**src/rtl/spim_pkg.sv**
```systemverilog
// Shared definitions for the register-mapped SPI master.
// Assumes a 32-bit register bank with word-aligned offsets.
package spim_pkg;

    localparam int unsigned OFS_CTRL1 = 32'h00;
    localparam int unsigned OFS_CTRL2 = 32'h04;
    localparam int unsigned OFS_STAT  = 32'h08;
    localparam int unsigned OFS_DATA  = 32'h0C;
    localparam int unsigned OFS_POLY  = 32'h10;
    localparam int unsigned OFS_RCRC  = 32'h14;
    localparam int unsigned OFS_TCRC  = 32'h18;
    localparam int unsigned OFS_ACFG  = 32'h1C;
    localparam int unsigned OFS_APRE  = 32'h20;

    localparam logic [31:0] RST_DATA = 32'h0000_000C;
    localparam logic [31:0] RST_POLY = 32'h0000_0007;
    localparam logic [31:0] RST_APRE = 32'h0000_0002;

    typedef enum logic [3:0] {
        REG_CTRL1, REG_CTRL2, REG_STAT, REG_DATA, REG_POLY,
        REG_RCRC, REG_TCRC, REG_ACFG, REG_APRE, REG_NONE
    } reg_id_e;

    typedef enum logic [1:0] {
        XS_IDLE, XS_SHIFT, XS_DONE
    } xfer_st_e;

endpackage

```
**src/rtl/spim_addr_decode.sv**
```systemverilog
// Address decoder: maps a byte address to a register identifier.
// Assumes word-aligned registers; address bits [1:0] are ignored.
module spim_addr_decode
    import spim_pkg::*;
#(
    parameter int ADDR_W = 10
) (
    input  logic [ADDR_W-1:0] addr,
    output reg_id_e           rid
);

    localparam int WORD_W = ADDR_W - 2;

    logic [WORD_W-1:0] word_idx;

    assign word_idx = addr[ADDR_W-1:2];

    // Compare the word index with each register slot.
    always_comb begin
        if      (word_idx == WORD_W'(OFS_CTRL1 >> 2)) rid = REG_CTRL1;
        else if (word_idx == WORD_W'(OFS_CTRL2 >> 2)) rid = REG_CTRL2;
        else if (word_idx == WORD_W'(OFS_STAT  >> 2)) rid = REG_STAT;
        else if (word_idx == WORD_W'(OFS_DATA  >> 2)) rid = REG_DATA;
        else if (word_idx == WORD_W'(OFS_POLY  >> 2)) rid = REG_POLY;
        else if (word_idx == WORD_W'(OFS_RCRC  >> 2)) rid = REG_RCRC;
        else if (word_idx == WORD_W'(OFS_TCRC  >> 2)) rid = REG_TCRC;
        else if (word_idx == WORD_W'(OFS_ACFG  >> 2)) rid = REG_ACFG;
        else if (word_idx == WORD_W'(OFS_APRE  >> 2)) rid = REG_APRE;
        else                                          rid = REG_NONE;
    end

endmodule

```
**src/rtl/spim_shift_engine.sv**
```systemverilog
// Mode-0 byte shifter: SCK idles low, MISO sampled on rising SCK,
// MOSI advanced on falling SCK, MSB first.
// Assumes start is only raised while the engine is not running.
// One SCK half period lasts DIV_HALF clocks.
module spim_shift_engine #(
    parameter int DATA_W   = 8,
    parameter int DIV_HALF = 2
) (
    input  logic              clk,
    input  logic              rst_n,
    input  logic              start,
    input  logic [DATA_W-1:0] tx_byte,
    output logic [DATA_W-1:0] rx_byte,
    output logic              busy,
    output logic              done,
    output logic              sck,
    output logic              mosi,
    output logic              cs_n,
    input  logic              miso
);

    localparam int CNT_W = (DIV_HALF > 1) ? $clog2(DIV_HALF) : 1;
    localparam int BIT_W = (DATA_W > 1) ? $clog2(DATA_W) : 1;

    logic              run_q;
    logic [CNT_W-1:0]  cnt_q;
    logic [BIT_W-1:0]  bit_q;
    logic [DATA_W-1:0] tx_sh_q;
    logic [DATA_W-1:0] rx_sh_q;

    // Divider, bit counter, shift registers and frame control.
    always_ff @(posedge clk) begin
        if (!rst_n) begin
            run_q   <= 1'b0;
            cnt_q   <= '0;
            bit_q   <= '0;
            tx_sh_q <= '0;
            rx_sh_q <= '0;
            sck     <= 1'b0;
            cs_n    <= 1'b1;
            done    <= 1'b0;
        end else begin
            done <= 1'b0;
            if (!run_q) begin
                if (start) begin
                    run_q   <= 1'b1;
                    cs_n    <= 1'b0;
                    sck     <= 1'b0;
                    cnt_q   <= '0;
                    bit_q   <= '0;
                    tx_sh_q <= tx_byte;
                end
            end else if (cnt_q == CNT_W'(DIV_HALF - 1)) begin
                cnt_q <= '0;
                sck   <= ~sck;
                if (!sck) begin
                    rx_sh_q <= {rx_sh_q[DATA_W-2:0], miso};
                end else if (bit_q == BIT_W'(DATA_W - 1)) begin
                    run_q <= 1'b0;
                    cs_n  <= 1'b1;
                    done  <= 1'b1;
                end else begin
                    bit_q   <= bit_q + 1'b1;
                    tx_sh_q <= {tx_sh_q[DATA_W-2:0], 1'b0};
                end
            end else begin
                cnt_q <= cnt_q + 1'b1;
            end
        end
    end

    assign mosi    = tx_sh_q[DATA_W-1];
    assign rx_byte = rx_sh_q;
    assign busy    = run_q;

    // SCK stays low whenever chip select is released.
    p_sck_low_idle_r8: assert property (@(posedge clk) disable iff (!rst_n)
        cs_n |-> !sck);

    // MOSI holds steady while SCK is high inside a frame.
    p_mosi_stable_high_r8: assert property (@(posedge clk) disable iff (!rst_n)
        (!cs_n && sck) |-> $stable(mosi));

    // completion pulse coincides with chip select release.
    p_done_releases_cs_r8: assert property (@(posedge clk) disable iff (!rst_n)
        done |-> (cs_n && !busy));

endmodule

```
**src/rtl/spi_regbank_master.sv**
```systemverilog
// Register-mapped SPI master top. Decodes a small register window,
// holds the control and data registers, and runs one mode-0 byte
// exchange per data-register access (read or write).
// Assumes the bus master holds valid, write, addr and wdata stable
// until it sees ready.
module spi_regbank_master
    import spim_pkg::*;
#(
    parameter int ADDR_W   = 10,
    parameter int BUS_W    = 32,
    parameter int DATA_W   = 8,
    parameter int DIV_HALF = 2
) (
    input  logic              clk,
    input  logic              rst_n,
    input  logic              bus_valid,
    input  logic              bus_write,
    input  logic [ADDR_W-1:0] bus_addr,
    input  logic [BUS_W-1:0]  bus_wdata,
    output logic              bus_ready,
    output logic [BUS_W-1:0]  bus_rdata,
    output logic              spi_sck,
    output logic              spi_mosi,
    output logic              spi_cs_n,
    input  logic              spi_miso
);

    reg_id_e           rid;
    xfer_st_e          st_q;
    logic [BUS_W-1:0]  ctrl1_q;
    logic [BUS_W-1:0]  ctrl2_q;
    logic [DATA_W-1:0] dr_q;
    logic              rxne_q;
    logic              accept;
    logic              start;
    logic [DATA_W-1:0] tx_byte;
    logic [DATA_W-1:0] rx_byte;
    logic              eng_busy;
    logic              eng_done;
    logic [BUS_W-1:0]  status_w;

    spim_addr_decode #(.ADDR_W(ADDR_W)) u_dec (
        .addr (bus_addr),
        .rid  (rid)
    );

    spim_shift_engine #(.DATA_W(DATA_W), .DIV_HALF(DIV_HALF)) u_eng (
        .clk     (clk),
        .rst_n   (rst_n),
        .start   (start),
        .tx_byte (tx_byte),
        .rx_byte (rx_byte),
        .busy    (eng_busy),
        .done    (eng_done),
        .sck     (spi_sck),
        .mosi    (spi_mosi),
        .cs_n    (spi_cs_n),
        .miso    (spi_miso)
    );

    // Handshake: stall data-register accesses until the byte is back.
    always_comb begin
        start     = (st_q == XS_IDLE) && bus_valid && (rid == REG_DATA);
        tx_byte   = bus_write ? bus_wdata[DATA_W-1:0] : dr_q;
        bus_ready = ((st_q == XS_IDLE) && !start) || (st_q == XS_DONE);
        accept    = bus_valid && bus_ready;
    end

    // Exchange sequencer: idle, shifting, then one completion cycle.
    always_ff @(posedge clk) begin
        if (!rst_n) begin
            st_q <= XS_IDLE;
        end else begin
            case (st_q)
                XS_IDLE:  if (start)    st_q <= XS_SHIFT;
                XS_SHIFT: if (eng_done) st_q <= XS_DONE;
                XS_DONE:  if (accept)   st_q <= XS_IDLE;
                default:                st_q <= XS_IDLE;
            endcase
        end
    end

    // Control registers: plain read/write storage.
    always_ff @(posedge clk) begin
        if (!rst_n) begin
            ctrl1_q <= '0;
            ctrl2_q <= '0;
        end else if (accept && bus_write && (st_q == XS_IDLE)) begin
            if (rid == REG_CTRL1) ctrl1_q <= bus_wdata;
            if (rid == REG_CTRL2) ctrl2_q <= bus_wdata;
        end
    end

    // Data register and receive-full flag.
    always_ff @(posedge clk) begin
        if (!rst_n) begin
            dr_q   <= DATA_W'(RST_DATA);
            rxne_q <= 1'b0;
        end else begin
            if (start && bus_write) dr_q <= bus_wdata[DATA_W-1:0];
            if (eng_done) begin
                dr_q   <= rx_byte;
                rxne_q <= 1'b1;
            end else if ((st_q == XS_DONE) && accept && !bus_write) begin
                rxne_q <= 1'b0;
            end
        end
    end

    // Status word assembly: busy, fixed bit, transmit-empty, receive-full.
    always_comb begin
        status_w    = '0;
        status_w[7] = eng_busy;
        status_w[3] = 1'b1;
        status_w[1] = ~eng_busy;
        status_w[0] = rxne_q;
    end

    // Read multiplexer over the register window.
    always_comb begin
        case (rid)
            REG_CTRL1: bus_rdata = ctrl1_q;
            REG_CTRL2: bus_rdata = ctrl2_q;
            REG_STAT:  bus_rdata = status_w;
            REG_DATA:  bus_rdata = BUS_W'(dr_q);
            REG_POLY:  bus_rdata = BUS_W'(RST_POLY);
            REG_APRE:  bus_rdata = BUS_W'(RST_APRE);
            default:   bus_rdata = '0;
        endcase
    end

    // data register holds while the byte is still shifting.
    p_dr_hold_shift_r2: assert property (@(posedge clk) disable iff (!rst_n)
        ((st_q == XS_SHIFT) && !eng_done) |=> $stable(dr_q));

    // completion sets receive-full and releases the bus.
    p_rxne_after_done_r2: assert property (@(posedge clk) disable iff (!rst_n)
        eng_done |=> (rxne_q && bus_ready));

    // control word 1 only changes on an accepted write to it.
    p_ctrl1_hold_r6: assert property (@(posedge clk) disable iff (!rst_n)
        !(accept && bus_write && (rid == REG_CTRL1)) |=> $stable(ctrl1_q));

    // chip select is active for the whole shift phase.
    p_cs_during_shift_r9: assert property (@(posedge clk) disable iff (!rst_n)
        ((st_q == XS_SHIFT) && !eng_done) |-> !spi_cs_n);

endmodule

```
**config.mk**
```make
export PLATFORM = sky130hd
export DESIGN_NAME = spi_regbank_master
export DESIGN_NICKNAME = d
export VERILOG_FILES = /design/src/rtl/spim_pkg.sv /design/src/rtl/spim_addr_decode.sv /design/src/rtl/spim_shift_engine.sv /design/src/rtl/spi_regbank_master.sv
export SDC_FILE = /design/constraint.sdc
export NUM_CORES = 1
export LEC_CHECK = 0
export BUFFER_PORTS_ARGS = -buffer_cell sky130_fd_sc_hd__buf_2
export CORE_MARGIN = 3
export CORE_UTILIZATION = 55
export CTS_CLUSTER_SIZE = 20
export DETAILED_ROUTE_END_ITERATION = 8
export PLACE_DENSITY = 0.87
export SYNTH_ARGS = -nofsm -noshare
export SYNTH_HDL_FRONTEND = slang
export SYNTH_HIERARCHICAL = 1
export SYNTH_SLANG_ARGS = --single-unit
```
**constraint.sdc**
```tcl
create_clock -name clk -period 7.6 [get_ports clk]
set_input_delay 0.76 -clock clk [delete_from_list [all_inputs] [get_ports clk]]
set_output_delay 0.76 -clock clk [all_outputs]
set_load 0.005 [all_outputs]
```
==> impl_metrics.env <==
export IMPL_num_vias=4357
export IMPL_worst_clock_skew_ns=0.01446
export IMPL_p_per_area_nw_per_um2=167.4
export IMPL_ctsHoldBuffers=0
export IMPL_synthCells=548
export IMPL_syn_avg_cell_area_um2=9.067
export IMPL_ys_warnings_count=6
export IMPL_synth_edf_count=0
export IMPL_slowest_delay_ns=0.70
export IMPL_drt_pass1_iter_count=7
export IMPL_drive_above_1_share=0.2230
export IMPL_slew_violations=0
export IMPL_layout_min_cycle_time_ns=4.409
export IMPL_cap_violations=0
export IMPL_rows=34
export IMPL_drt_initial_drc_count=387
export IMPL_cp_required_ns=6.84
export IMPL_hp_class="reg -> reg"
export IMPL_vdd_drop_max_uv=95.48
export IMPL_dp_hpwl_um=7609
export IMPL_cts_root_buf="clkbuf_8"
export IMPL_ys_seq_area_frac=0.3989
export IMPL_chipWidth_um=101.0
export IMPL_cts_buffers=9
export IMPL_ctsResizeCount=0
export IMPL_fin_util=0.6181
export IMPL_cts_tree="yes"
export IMPL_synthesis_area_um2=4969
export IMPL_worst_pin_slew_ns=1.104
export IMPL_startpoint_type="input port"
export IMPL_critPathMaxFanout=48
export IMPL_clockBufferDepth=2
export IMPL_criticalPathCategory="in -> out"
export IMPL_filler_cell_count=736
export IMPL_antenna_found_initial=0
export IMPL_numPortBuffers=80
export IMPL_netlist_top_cell_by_area="dfxtp_1"
export IMPL_cpMaxStageDelayCell="nor4_4"
export IMPL_cts_sinks=99
export IMPL_die_y_um=101.0
export IMPL_fmax_mhz=226.8
export IMPL_htreeDepth=3
export IMPL_synth_distinct_cells=59
export IMPL_synth_most_common_cell="dfxtp_1"
export IMPL_arrival_ns=3.65
export IMPL_routedWlPerCell_um=16.84
export IMPL_slew_headroom=0.2606
export IMPL_setup_tns_ns=0
export IMPL_die_area_um2=10210
export IMPL_post_route_drc_count=0
export IMPL_synth_seq_cells=99
export IMPL_gp_congestion=0.8633
export IMPL_ys_flop_type="dfxtp_1"
export IMPL_grt_max_degree=91
export IMPL_syn_to_final_growth_pct=9.015
export IMPL_status="finished clean"
export IMPL_synth_commonest_cells="dfxtp_1, nand3_1, a21boi_1"
export IMPL_synth_area_leaders="dfxtp_1, a21boi_1, nand3_1, o21ai_1, mux2i_1"
export IMPL_antenna_left=0
export IMPL_viasPerCell=6.224
export IMPL_pin_count=83
export IMPL_clkTransAtPathRegs_ns=0.10
export IMPL_drt_wl_total_um=11790
export IMPL_start_util=0.5670
export IMPL_leakagePower_nw=2.068
export IMPL_final_setup_viol_count=0
export IMPL_post_cts_setup_buffers=0
export IMPL_syn_num_nets=598
export IMPL_rsz0062_at_grt="false"
export IMPL_path_cells="buf_2 > nor4_1 > nand3b_1 > nor4_4 > buf_4 > a22o_1 > buf_2"
export IMPL_gr_total_overflow=0
export IMPL_grt_pass1_wl_um=18980
export IMPL_period_share=0.5801
export IMPL_core_area_um2=8763
export IMPL_synth_top_cell_area_share=0.3989
export IMPL_crit_path_frequent_cell="buf_2"
export IMPL_grt_use_total=0.2268
export IMPL_clkLatencyLatePin_ns=0.37
export IMPL_async_flop_share=0
export IMPL_worstSetupEndpointType="primary output"
export IMPL_hold_violations=0
export IMPL_final_nets=637
export IMPL_grt_pass1_vias=4007
export IMPL_diodes=0
-- metrics by stage --
stage               area [um2]  worst slack (ns)  hold slack, ns  total power, mW  instances
floorplan                 4969             4.449          0.4356           0.5670        548
global placement          5223             3.294          0.4457           0.5866        684
detailed placement        5223             3.245          0.4660           0.5883        684
CTS                       5416             3.246          0.4816           0.9133        700
global route              5416             3.019          0.5058           0.9406        700
finish                    5416             3.191          0.4816           0.9066        700
-- cell families (layout without fill, tap and decap cells) --
logic type	count (synthesis)	count (layout)	synth area share
buf+inv	62	106	0.07404
mux	36	36	0.07857
simple gates	150	150	0.1748
compound gates	197	197	0.2644
xor+xnor	1	1	0.001763
flops	99	99	0.3989
fa+ha+maj	3	3	0.007556
-- metal layers --
metal,global-route usage,wire [um],vias to the layer above,share of wire
met1,0.2999,5070,2101,0.43
met3,0.04637,740,15,0.063
met5,0,0,-,0
li1,-,-,2100,-
met2,0.3773,5822,141,0.49
met4,0.05930,158,0,0.013
-- power breakdown --
group | switching, mW | internal [mW] | total [mW]
Combinational | 0.0360 | 0.0214 | 0.0574
Sequential | 0.000363 | 0.519 | 0.519
Clock | 0.201 | 0.129 | 0.330
Total | 0.237 | 0.669 | 0.907
-- flip-flops by register name (all words and copies together) (netlist names), 2 cells and up --
signal and flops:
u_eng/bit_q 3, u_eng/tx_sh_q 8, ctrl2_q 32, ctrl1_q 32
dr_q 8, st_q 2, u_eng/rx_byte 8
-- critical path, delay by kind of cell --
family	cells	cell delay [ns]
buf+inv	3	0.75
simple gates	3	1.87
compound gates	1	0.24
-- layout make-up --
cell class              instances  area, um2  share of cell area
clock buffers                   9      123.9             0.02287
clock inverters                 7      70.07             0.01294
inverters                       3      11.26            0.002079
multi-input cells             387       2641              0.4876
flip-flops and latches         99       1982              0.3659
well taps                     108      135.1             0.02495
repair buffers                 87      452.9             0.08362
-- final timing paths --
check | start | endpoint | slack, ns | cells after the start
worst max-delay path | bus_addr[7] | bus_rdata[27] | 3.19 | 7
worst min-delay path | ctrl2_q[29] | ctrl2_q[29] | 0.48 | 2
worst max register to register | u_eng/busy | u_eng/rx_byte[4] | 5.64 | 3
worst min register to register | ctrl2_q[29] | ctrl2_q[29] | 0.48 | 2
-- layout by cell type, fill, tap and decap left out, types with 5 or more instances in the layout --
cell and instances:
o31ai_1 9, o211ai_1 5, mux2_2 13, nor2b_1 5, mux2i_1 21, buf_4 7, buf_2 80, clkbuf_8 9
a22o_1 24, o21ai_0 7, dfxtp_1 99, a21oi_1 14, nor2_1 15, nand2_1 15, nand3_1 73, nand4_1 5
o21ai_1 60, a21boi_1 64
Power figures use the tool's default switching activity.
